### src/rtl/cap_pkg.sv
package cap_pkg;
   localparam int NUM_CH = 2;

   typedef enum logic {
      CH_FALL = 1'b0,
      CH_RISE = 1'b1
   } cap_ch_e;
endpackage

### src/rtl/cap_sync_edge.sv
module cap_sync_edge #(
   parameter int   STAGES   = 2,
   parameter logic IDLE_LVL = 1'b1
) (
   input  logic clk,
   input  logic rst_n,
   input  logic din,
   output logic rise_o,
   output logic fall_o
);
   localparam int TOP = STAGES - 1;

   if (STAGES < 2) begin : g_bad_stages
      $error("cap_sync_edge: STAGES must be at least 2");
   end

   logic [TOP:0] sync_q;
   logic         last_q;

   always_ff @(posedge clk or negedge rst_n) begin
      if (!rst_n) begin
         sync_q <= {STAGES{IDLE_LVL}};
         last_q <= IDLE_LVL;
      end else begin
         sync_q <= {sync_q[TOP-1:0], din};
         last_q <= sync_q[TOP];
      end
   end

   assign rise_o = sync_q[TOP] & ~last_q;
   assign fall_o = ~sync_q[TOP] & last_q;
endmodule

### src/rtl/cap_free_counter.sv
module cap_free_counter #(
   parameter int W = 16
) (
   input  logic         clk,
   input  logic         rst_n,
   output logic [W-1:0] cnt_o
);
   always_ff @(posedge clk or negedge rst_n) begin
      if (!rst_n) cnt_o <= '0;
      else        cnt_o <= cnt_o + 1'b1;
   end
endmodule

### src/rtl/cap_channel.sv
module cap_channel #(
   parameter int W = 16
) (
   input  logic              clk,
   input  logic              rst_n,
   input  logic              evt_i,
   input  logic [W-1:0]      cnt_i,
   input  logic              rd_lo_i,
   input  logic              hi_sel_i,
   output logic [W/2-1:0]    data_o,
   output logic [W-1:0]      cap_o,
   output logic              unread_o,
   output logic              ovf_o
);
   localparam int HALF = W / 2;

   logic [W-1:0]    cap_q;
   logic [HALF-1:0] hold_q;
   logic            unread_q;
   logic            ovf_q;

   always_ff @(posedge clk or negedge rst_n) begin
      if (!rst_n) begin
         cap_q    <= '0;
         hold_q   <= '0;
         unread_q <= 1'b0;
         ovf_q    <= 1'b0;
      end else begin
         if (rd_lo_i) begin
            hold_q   <= cap_q[W-1:HALF];
            unread_q <= 1'b0;
            ovf_q    <= 1'b0;
         end
         if (evt_i) begin
            cap_q    <= cnt_i;
            unread_q <= 1'b1;
            if (unread_q && !rd_lo_i) ovf_q <= 1'b1;
         end
      end
   end

   assign data_o   = hi_sel_i ? hold_q : cap_q[HALF-1:0];
   assign cap_o    = cap_q;
   assign unread_o = unread_q;
   assign ovf_o    = ovf_q;
endmodule

### src/rtl/edge_capture_timer.sv
module edge_capture_timer
   import cap_pkg::*;
#(
   parameter int   CNT_W       = 16,
   parameter int   SYNC_STAGES = 2,
   parameter logic IDLE_LVL    = 1'b1,
   localparam int  HALF_W      = CNT_W / 2
) (
   input  logic              clk,
   input  logic              rst_n,
   input  logic              cap_in,
   input  logic              rd_stb,
   input  logic              rd_sel,
   input  logic              rd_hi,
   output logic [HALF_W-1:0] rd_data,
   input  logic              irq_clr,
   output logic              irq,
   output logic [1:0]        irq_src,
   output logic [1:0]        ovf,
   output logic [CNT_W-1:0]  count_o
);
   if (CNT_W < 4 || (CNT_W % 2) != 0) begin : g_bad_width
      $error("edge_capture_timer: CNT_W must be even and at least 4");
   end

   logic [NUM_CH-1:0] evt;
   logic [NUM_CH-1:0] rd_lo;
   logic [NUM_CH-1:0] unread;
   logic [HALF_W-1:0] ch_data [NUM_CH];
   logic [CNT_W-1:0]  ch_cap  [NUM_CH];
   logic [CNT_W-1:0]  cap_fall;
   logic [CNT_W-1:0]  cap_rise;
   logic [1:0]        pend_q;

   cap_sync_edge #(.STAGES(SYNC_STAGES), .IDLE_LVL(IDLE_LVL)) u_sync (
      .clk    (clk),
      .rst_n  (rst_n),
      .din    (cap_in),
      .rise_o (evt[CH_RISE]),
      .fall_o (evt[CH_FALL])
   );

   cap_free_counter #(.W(CNT_W)) u_cnt (
      .clk   (clk),
      .rst_n (rst_n),
      .cnt_o (count_o)
   );

   for (genvar i = 0; i < NUM_CH; i++) begin : g_ch
      assign rd_lo[i] = rd_stb & ~rd_hi & (rd_sel == 1'(i));
      cap_channel #(.W(CNT_W)) u_ch (
         .clk      (clk),
         .rst_n    (rst_n),
         .evt_i    (evt[i]),
         .cnt_i    (count_o),
         .rd_lo_i  (rd_lo[i]),
         .hi_sel_i (rd_hi),
         .data_o   (ch_data[i]),
         .cap_o    (ch_cap[i]),
         .unread_o (unread[i]),
         .ovf_o    (ovf[i])
      );
   end

   assign cap_fall = ch_cap[CH_FALL];
   assign cap_rise = ch_cap[CH_RISE];
   assign rd_data  = ch_data[rd_sel];

   always_ff @(posedge clk or negedge rst_n) begin
      if (!rst_n) pend_q <= '0;
      else        pend_q <= (irq_clr ? 2'b00 : pend_q) | evt;
   end

   assign irq_src = pend_q;
   assign irq     = |pend_q;
endmodule

### config.mk
export PLATFORM = sky130hd
export DESIGN_NAME = edge_capture_timer
export DESIGN_NICKNAME = d
export VERILOG_FILES = /design/src/rtl/cap_pkg.sv /design/src/rtl/cap_sync_edge.sv /design/src/rtl/cap_free_counter.sv /design/src/rtl/cap_channel.sv /design/src/rtl/edge_capture_timer.sv
export SDC_FILE = /design/constraint.sdc
export NUM_CORES = 1
export LEC_CHECK = 0
export BUFFER_PORTS_ARGS = -buffer_cell sky130_fd_sc_hd__buf_2
export CORE_MARGIN = 2
export CORE_UTILIZATION = 45
export CTS_BUF_LIST = sky130_fd_sc_hd__clkbuf_8 sky130_fd_sc_hd__clkbuf_16
export DETAILED_ROUTE_END_ITERATION = 8
export PLACE_DENSITY = 0.63
export REMOVE_ABC_BUFFERS = 1
export SLEW_MARGIN = 20
export SYNTH_ARGS = -nofsm -noshare
export SYNTH_HDL_FRONTEND = slang
export SYNTH_HIERARCHICAL = 1
export SYNTH_SLANG_ARGS = --single-unit
### constraint.sdc
create_clock -name clk -period 1.4 [get_ports clk]
set_input_delay 0.14 -clock clk [delete_from_list [all_inputs] [get_ports clk]]
set_output_delay 0.14 -clock clk [all_outputs]
set_load 0.01 [all_outputs]
==> results of run 1 <==
-- per-layer routing --
metal,global-route usage,vias to the layer above,share of wire
met2,0.263,27,0.48
met1,0.221,928,0.48
li1,-,873,-
met3,0.0326,8,0.027
met5,0,-,0
met4,0.0826,0,0.015
-- cell type report --
type                    instances  area, um2
repair buffers                 65        504
fillers                       586       2880
clock buffers                  10        138
multi-input cells             123       1320
inverters                       6       22.5
flip-flops and latches         73       1830
well taps                      96        120
clock inverters                 6       58.8
-- registers in the layout (all words and copies together), names as in the netlist --
name and cells:
u_sync/last_q 1, irq_src 2, g_ch.u_ch/ovf_o 2, g_ch.u_ch/cap_o 32, g_ch.u_ch/hold_q 16, u_sync/sync_q 2
g_ch.u_ch/unread_o 2, u_cnt/cnt_o 16
-- per-stage QoR --
step / setup slack (ns) / hold WS [ns] / cell area (um2)
floorplan: -0.727 / -0.156 / 3130
global placement: -0.0929 / 0.201 / 3580
detailed placement: -0.119 / 0.201 / 3580
CTS: -0.134 / 0.0842 / 3890
global route: -0.174 / 0.0993 / 3990
finish: -0.123 / 0.0942 / 3990
-- worst paths after layout --
kind,endpoint,slack [ns],cells past startpoint
worst max-delay path,rd_data[7],-0.12,3
worst min-delay path,irq_src[0],0.09,3
worst max register to register,g_ch[1].u_ch/cap_o[3],0.02,3
worst min register to register,u_sync/sync_q[1],0.36,0
max in group asynchronous,u_sync/sync_q[1],0.69,3
min in group asynchronous,g_ch[1].u_ch/ovf_o,0.38,3
-- power groups by stage --
stage	Sequential, mW	Combinational [mW]	Clock, mW
2_1_floorplan	2.24	0.182	0
3_3_place_gp	2.23	0.331	0
3_5_place_dp	2.24	0.336	0
4_1_cts	2.20	0.374	1.65
5_1_grt	2.20	0.431	1.75
6_report	2.19	0.398	1.60
-- Yosys cell counts (all sizes together) --
library cell  number  area (um2)
nand4              3        33.8
buf                9        93.8
a21oi              2        10.0
a21o               4        32.5
nand2              4        15.0
inv                6        22.5
nor3b              1        7.51
nor2b              1        6.26
dfrtp             70        1750
or2                1        6.26
mux2              72         901
and3b              1        10.0
nor3               4        20.0
nor4               4        50.1
ha                 1        12.5
dfstp              3        78.8
and2b              1        8.76
xnor2              4        35.0
nand3              5        25.0
nor2               5        18.8
xor2              10        87.6
-- critical path, stage by stage, from the launching register on --
cell and delay [ns]:
dfrtp_1 0.38, mux2_4 0.27, mux2_4 0.27, buf_6 0.12
-- what timing repair did --
action                     in CTS  in global routing
setup buffers                   4                  5
gates cloned                    0                  1
hold endpoints to repair       71                  0
gates resized for setup        13                  8
hold buffers                    2                  0
pin swaps                       0                  0
setup endpoints to repair      27                 33
-- logic make-up (layout without fill, tap and decap cells) --
family / after synthesis / after routing / synth area share
xor gates and xnor gates: 14 / 14 / 0.0380
adders and majority gates: 1 / 1 / 0.00388
DFF: 73 / 73 / 0.567
muxes: 72 / 72 / 0.279
AOI/OAI and AO/OA: 6 / 6 / 0.0132
and+or+nand+nor: 30 / 30 / 0.0624
buffers and inverters: 15 / 87 / 0.0361
-- cell usage in the layout (no fill, tap or decap), types with 3 or more instances in the layout --
| master | count |
|---|---|
| dfrtp_1 | 70 |
| mux2_2 | 41 |
| mux2_4 | 31 |
| buf_2 | 27 |
| buf_4 | 22 |
| clkbuf_8 | 10 |
| xor2_1 | 10 |
| buf_6 | 9 |
| inv_1 | 7 |
| nor2_1 | 5 |
| nand3_1 | 5 |
| nor4_2 | 4 |
| nand2_1 | 4 |
| nor3_1 | 4 |
| xnor2_1 | 4 |
| buf_12 | 3 |
| dfstp_2 | 3 |
==> results.ini, run 1 <==
[pwr]
p_switching_mw = 0.945
combPwrFrac = 0.095
peakVddDrop_uv = 546
power.density_mw_per_mm2 = 1050
seqPwrFrac = 0.523
netSwitchingFraction = 0.225
clock_power_share = 0.382
p_leak_nw = 2.00
internal_power_mw = 3.25
power_mw = 4.19

[timing]
min_period_ns = 1.52
setup_ws_ns = -0.123
tightest_slew_ns = 0.501
min_period_over_period = 1.09
skew_ns = 0.00824
hold_viol_final = 0
slew_viol_final = 0
max_freq_mhz = 657
slew_headroom = 0.666
setup_violations = 8
rsz0062_at_grt = true
finalSetupTns_ns = -0.859

[placed_design]
placed_cells = 351
dp_hpwl_um = 3820
io_buffers = 35
routabilityCongestion = 0.729

[cells_and_area]
area_delta_synth_final_pct = 23.6
finish.utilization = 0.581
finalNonFillerCells = 379
num_antenna_cells = 0
nets = 286
drive_gt1_frac = 0.580

[detailed_routing]
ant_nets = 0
wirelength_um = 6070
dr.pass1.iters = 3
route.vias.total = 1836
drt_iter0_markers = 55
drc_errors = 0
wire_per_inst_um = 16.0
viasPerCell = 4.84

[outcome]
violations = negative setup slack
outcome = finished with violations

[grt]
grt_max_degree = 74
grt_pass1_vias = 1904
grt_usage = 0.167
antenna_found_initial = 0
overflow = 0
grt_pass1_wl_um = 9550

[clocking]
clkTransAtPathRegs_ns = 0.07
htreeDepth = 3
cts_buffers = 9
clockRootBuffer = clkbuf_8
tritoncts = yes
cts_buffer_depth = 2
clk_latency_ns = 0.34
cts_num_sinks = 73

[critical_path]
criticalPathCategory = reg -> out
crit_path_end_kind = output pin
reg2reg_from = u_sync/sync_q[1]
critPathMaxFanout = 2
required_ns = 1.26
startpoint = g_ch[0].u_ch/cap_o[7]
crit_arrival_ns = 1.38
cp-start-kind = flip-flop

[synth]
synth-seq-cells = 73
yosysWarnings = 6
postSynthAreaPerCell_um2 = 15.3
ys_types = 26
ys_seq_area_frac = 0.567
syn_inst = 211
synth_area_mm2 = 0.00323

[floorplan]
die_h_um = 88.7
rows = 30
dieArea_mm2 = 0.00786
die_width_um = 88.7
io_pins = 36
core_mm2 = 0.00687
start_util = 0.470

[hold_path]
hold_class = in -> reg
holdCritStartpoint = irq_clr

[flow_run]
maxCapViolations = 0

(Power assumes the default switching activity.)
==> inputs of run 2 (changes only) <==
GPL_TIMING_DRIVEN = 0   (was unset)
==> run 2 against run 1 <==
The run still ends with negative setup slack left. Routed wire length up 3.1%. Register-to-register slack worse by 0.05 ns. Sequential cell count unchanged. Final cell count down 2.6%. Largest power group unchanged.
==> results.ini, run 2 (same netlist as run 1, synthesis figures left out) <==
[cells_and_area]
final_common_cell = dfrtp_1
drive_gt1_frac = 0.586
nets = 276
area_delta_synth_final_pct = 22.8
finalNonFillerCells = 369
mostFrequentLayoutCells = 64 x dfrtp_1, 36 x mux2_4, 36 x mux2_2, 26 x buf_2
num_antenna_cells = 0
finish.utilization = 0.577
largest_register_ffs = 32

[grt]
antenna_found_initial = 0
overflow = 0
grt_max_degree = 47
grt_pass1_wl_um = 9680
grt_usage = 0.170
grt_pass1_vias = 1857

[timing]
hold_viol_final = 0
min_period_over_period = 1.08
slew_headroom = 0.619
tightest_slew_ns = 0.569
setup_ws_ns = -0.106
skew_ns = 0.00770
max_freq_mhz = 664
min_period_ns = 1.51
setup_violations = 20
rsz0062_at_grt = true
slew_viol_final = 0

[outcome]
violations = negative setup slack
outcome = finished with violations

[floorplan]
rows = 30
die_width_um = 88.7
core_mm2 = 0.00687
dieArea_mm2 = 0.00786
start_util = 0.470
io_pins = 36
die_h_um = 88.7

[hold_path]
hold_class = in -> reg

[detailed_routing]
ant_nets = 0
wire_per_inst_um = 17.0
route.vias.total = 1850
dr.pass1.iters = 4
viasPerCell = 5.01
wirelength_um = 6260
drc_errors = 0
drt_iter0_markers = 52

[critical_path]
cp-start-kind = flip-flop
cp_slowest_stage_delay_ns = 0.39
critPathMaxFanout = 2
required_ns = 1.26
crit_arrival_ns = 1.37
cp_top_family = multiplexers
criticalPathCategory = reg -> out
crit_chain = mux2_2, mux2_4, buf_6
crit_path_end_kind = output pin
cp_slowest_cell = dfrtp_1
path_buf_inv = 1

[placed_design]
place_ws_ns = -0.278
routabilityCongestion = 0.733
io_buffers = 35
placed_cells = 335
dp_hpwl_um = 3680

[flow_run]
maxCapViolations = 0

[clocking]
cts_buffer_depth = 2
cts_num_sinks = 73
cts_buffers = 9
htreeDepth = 3
tritoncts = yes
clkTransAtPathRegs_ns = 0.07
clockRootBuffer = clkbuf_8
clk_latency_ns = 0.33

[pwr]
p_leak_nw = 1.98
power.density_mw_per_mm2 = 1030
peakVddDrop_uv = 557

-- run 2: worst reg2reg max path: stages, from the launching register on --
cell and delay [ns]:
dfstp_2 0.56, nor2b_4 0.27, clkbuf_16 0.20, mux2_4 0.30
-- run 2: path summary, 6_finish.rpt --
kind,start,endpoint,slack [ns],depth (start not counted)
setup reg to reg,u_sync/sync_q[1],g_ch[1].u_ch/cap_o[6],-0.03,3
min in group asynchronous,rst_n,g_ch[1].u_ch/ovf_o,0.27,2
hold reg to reg,u_sync/sync_q[0],u_sync/sync_q[1],0.36,0
setup / recovery,g_ch[1].u_ch/cap_o[5],rd_data[5],-0.11,3
max in group asynchronous,rst_n,u_sync/sync_q[0],0.52,3
hold / removal,irq_clr,irq_src[0],0.09,3
-- run 2: area by class of cell --
| type | count | area, um2 |
|---|---|---|
| fillers | 571 | 2910 |
| flip-flops and latches | 73 | 1840 |
| multi-input cells | 125 | 1370 |
| repair buffers | 53 | 434 |
| clock buffers | 12 | 165 |
| well taps | 96 | 120 |
| inverters | 6 | 22.5 |
| clock inverters | 4 | 15.0 |
-- run 2: through the flow --
stage               TNS (ns)  cell area, um2  hold WS (ns)  total power [mW]
floorplan             -12.72            3130        -0.156              2.42
global route           -1.94            3960         0.110              4.26
CTS                   -0.947            3840        0.0788              4.10
global placement      -54.48            3430         0.247              2.55
detailed placement     -9.41            3480        0.0971              2.57
finish                 -1.04            3960        0.0906              4.07
-- run 2: layer usage --
layer / vias up / routed length (um) / track usage
met5: - / 0 / 0
met1: 955 / 3010 / 0.237
met2: 36 / 2990 / 0.254
met3: 10 / 160 / 0.0373
li1: 849 / - / -
met4: 0 / 97 / 0.0785
-- run 2: report_power, final --
part           internal [mW]  switching (mW)  total (mW)
logic                  0.225           0.177       0.402
registers               2.17          0.0317        2.20
clock network          0.765           0.705        1.47
total                   3.16           0.914        4.07
-- run 2: repair_timing --
action                                 in CTS  in global routing
gates resized for setup                    14                 19
gates cloned                                1                  2
hold buffers                                2                  0
endpoints found under the hold margin      28                  0
setup endpoints to repair                  43                 34
pin swaps                                   0                  1
buffers inserted                            8                  5
==> inputs of run 3 (changes only) <==
CELL_PAD_IN_SITES_DETAIL_PLACEMENT = 1   (was unset)
CELL_PAD_IN_SITES_GLOBAL_PLACEMENT = 2   (was unset)
CORE_UTILIZATION = 38   (was 45)
PLACE_DENSITY = 0.73   (was 0.63)
==> run 3 against run 2 <==
Via count is 0.11% lower. Sequential share of layout area is 0.12 points higher. Critical endpoint unchanged. The run still ends with negative setup slack left. Combinational power is 5% higher. Largest cell class unchanged. Final cell count is 3.0% higher. Routed wire length is 2.1% higher. Core utilization is 9.6 points lower. Clock-buffer cell count is 3 lower. Clock power is 9.5% lower. Critical path depth stayed put. Largest power group unchanged. Sequential cell count stayed put. Final area is 0.25% lower. Critical path type unchanged.
==> results.ini, run 3 (same netlist as run 1, synthesis figures left out) <==
[timing]
setup_violations = 8
min_period_ns = 1.53
slew_headroom = 0.570
slew_viol_final = 0
max_freq_mhz = 652
skew_ns = 0.00809
setup_ws_ns = -0.134
min_period_over_period = 1.10
hold_viol_final = 0
tightest_slew_ns = 0.642
timing.hold.ws_ns = 0.0887
rsz0062_at_grt = true

[critical_path]
cp_slowest_cell = dfrtp_1
cp-start-kind = flip-flop
required_ns = 1.26
crit_path_end_kind = output pin
path_buf_inv = 1
crit_arrival_ns = 1.39
cp_top_family = multiplexers
crit_chain = mux2_2, mux2_4, buf_6
critPathMaxFanout = 2
reg2reg_slack_ns = 0.04
cp_slowest_stage_delay_ns = 0.40
criticalPathCategory = reg -> out

[clocking]
cts_buffers = 9
clockRootBuffer = clkbuf_8
clkTransAtPathRegs_ns = 0.08
tritoncts = yes
cts_buffer_depth = 2
htreeDepth = 3
clk_latency_ns = 0.34
cts_num_sinks = 73

[placed_design]
dp_hpwl_um = 3950
routabilityCongestion = 0.679
io_buffers = 35
dpl-instance-area_mm2 = 0.00349

[grt]
grt_usage = 0.156
antenna_found_initial = 0
grt_max_degree = 58
overflow = 0
grt_pass1_wl_um = 10500
grt_pass1_vias = 1933

[outcome]
violations = negative setup slack
outcome = finished with violations

[cells_and_area]
largest_register_ffs = 32
fin_area_mm2 = 0.00395
final_common_cell = dfrtp_1
finish.utilization = 0.481
mostFrequentLayoutCells = 64 x dfrtp_1, 44 x mux2_2, 28 x mux2_4, 25 x buf_2, 15 x buf_4
nets = 278
area_delta_synth_final_pct = 22.5
num_antenna_cells = 0
drive_gt1_frac = 0.589

[detailed_routing]
route.vias.total = 1848
viasPerCell = 4.86
wirelength_um = 6390
dr.pass1.iters = 4
drc_errors = 0
wire_per_inst_um = 16.8
drt_iter0_markers = 77
ant_nets = 0

[floorplan]
rows = 33
core_mm2 = 0.00822
dieArea_mm2 = 0.00924
die_width_um = 96.2
io_pins = 36
start_util = 0.393
die_h_um = 96.2

[pwr]
peakVddDrop_uv = 367
p_leak_nw = 1.98
power.density_mw_per_mm2 = 999

[hold_path]
hold_class = in -> reg

[flow_run]
maxCapViolations = 0

run 3: cell count changes in the layout (fill, tap and decap cells not counted), sizes merged:
| cell | delta |
|---|---|
| buf | +4 |
| clkbuf | -3 |
| and2b | -2 |
| inv | +2 |
| clkinv | +1 |
run 3: path summary, 6_finish.rpt:
path,startpoint,end,cells past startpoint
setup / recovery,g_ch[1].u_ch/cap_o[5],rd_data[5],3
hold / removal,irq_clr,irq_src[0],3
setup reg to reg,u_sync/sync_q[1],g_ch[1].u_ch/cap_o[12],3
hold reg to reg,u_sync/sync_q[0],u_sync/sync_q[1],0
max in group asynchronous,rst_n,u_sync/sync_q[1],3
min in group asynchronous,rst_n,g_ch[0].u_ch/unread_o,2
run 3: stage by stage:
| step | setup WS, ns | power [mW] | TNS (ns) | cells |
|---|---|---|---|---|
| floorplan | -0.727 | 2.42 | -12.72 | 202 |
| global placement | -1.36 | 2.55 | -59.49 | 342 |
| detailed placement | -0.301 | 2.57 | -10.79 | 344 |
| CTS | -0.167 | 4.00 | -1.10 | 372 |
| global route | -0.189 | 4.13 | -1.35 | 380 |
| finish | -0.134 | 3.95 | -0.911 | 380 |
run 3: layout make-up:
| cell class | instances | area, um2 |
|---|---|---|
| inverter | 6 | 22.5 |
| sequential | 73 | 1840 |
| timing repair buffer | 57 | 474 |
| tap | 105 | 131 |
| multi-input combinational | 123 | 1330 |
| clock buffer | 9 | 124 |
| fill | 848 | 4270 |
| clock inverter | 7 | 27.5 |
run 3: report_power, final:
part	switching [mW]	leakage, nW	internal (mW)
Clock	0.730	0.101	0.603
Sequential	0.0289	0.941	2.17
Combinational	0.179	0.934	0.242
Total	0.938	1.98	3.01
run 3: worst register-to-register path, stage by stage, from the launching register on:
cell and delay, ns:
dfstp_2 0.54, nor2b_4 0.21, buf_12 0.17, mux2_2 0.33
run 3: what timing repair did:
item | 4_1_cts | 5_1_grt
hold buffers | 2 | 0
hold endpoints to repair | 28 | 0
buffers inserted | 10 | 8
resized for setup | 13 | 12
setup endpoints to repair | 46 | 21
pin swaps | 1 | 0
run 3: metal layers:
layer / share of wire / up-vias / track usage
li1: - / 857 / -
met4: 0.0074 / 0 / 0.0631
met1: 0.47 / 966 / 0.218
met5: 0 / - / 0
met2: 0.50 / 21 / 0.233
met3: 0.024 / 4 / 0.0376
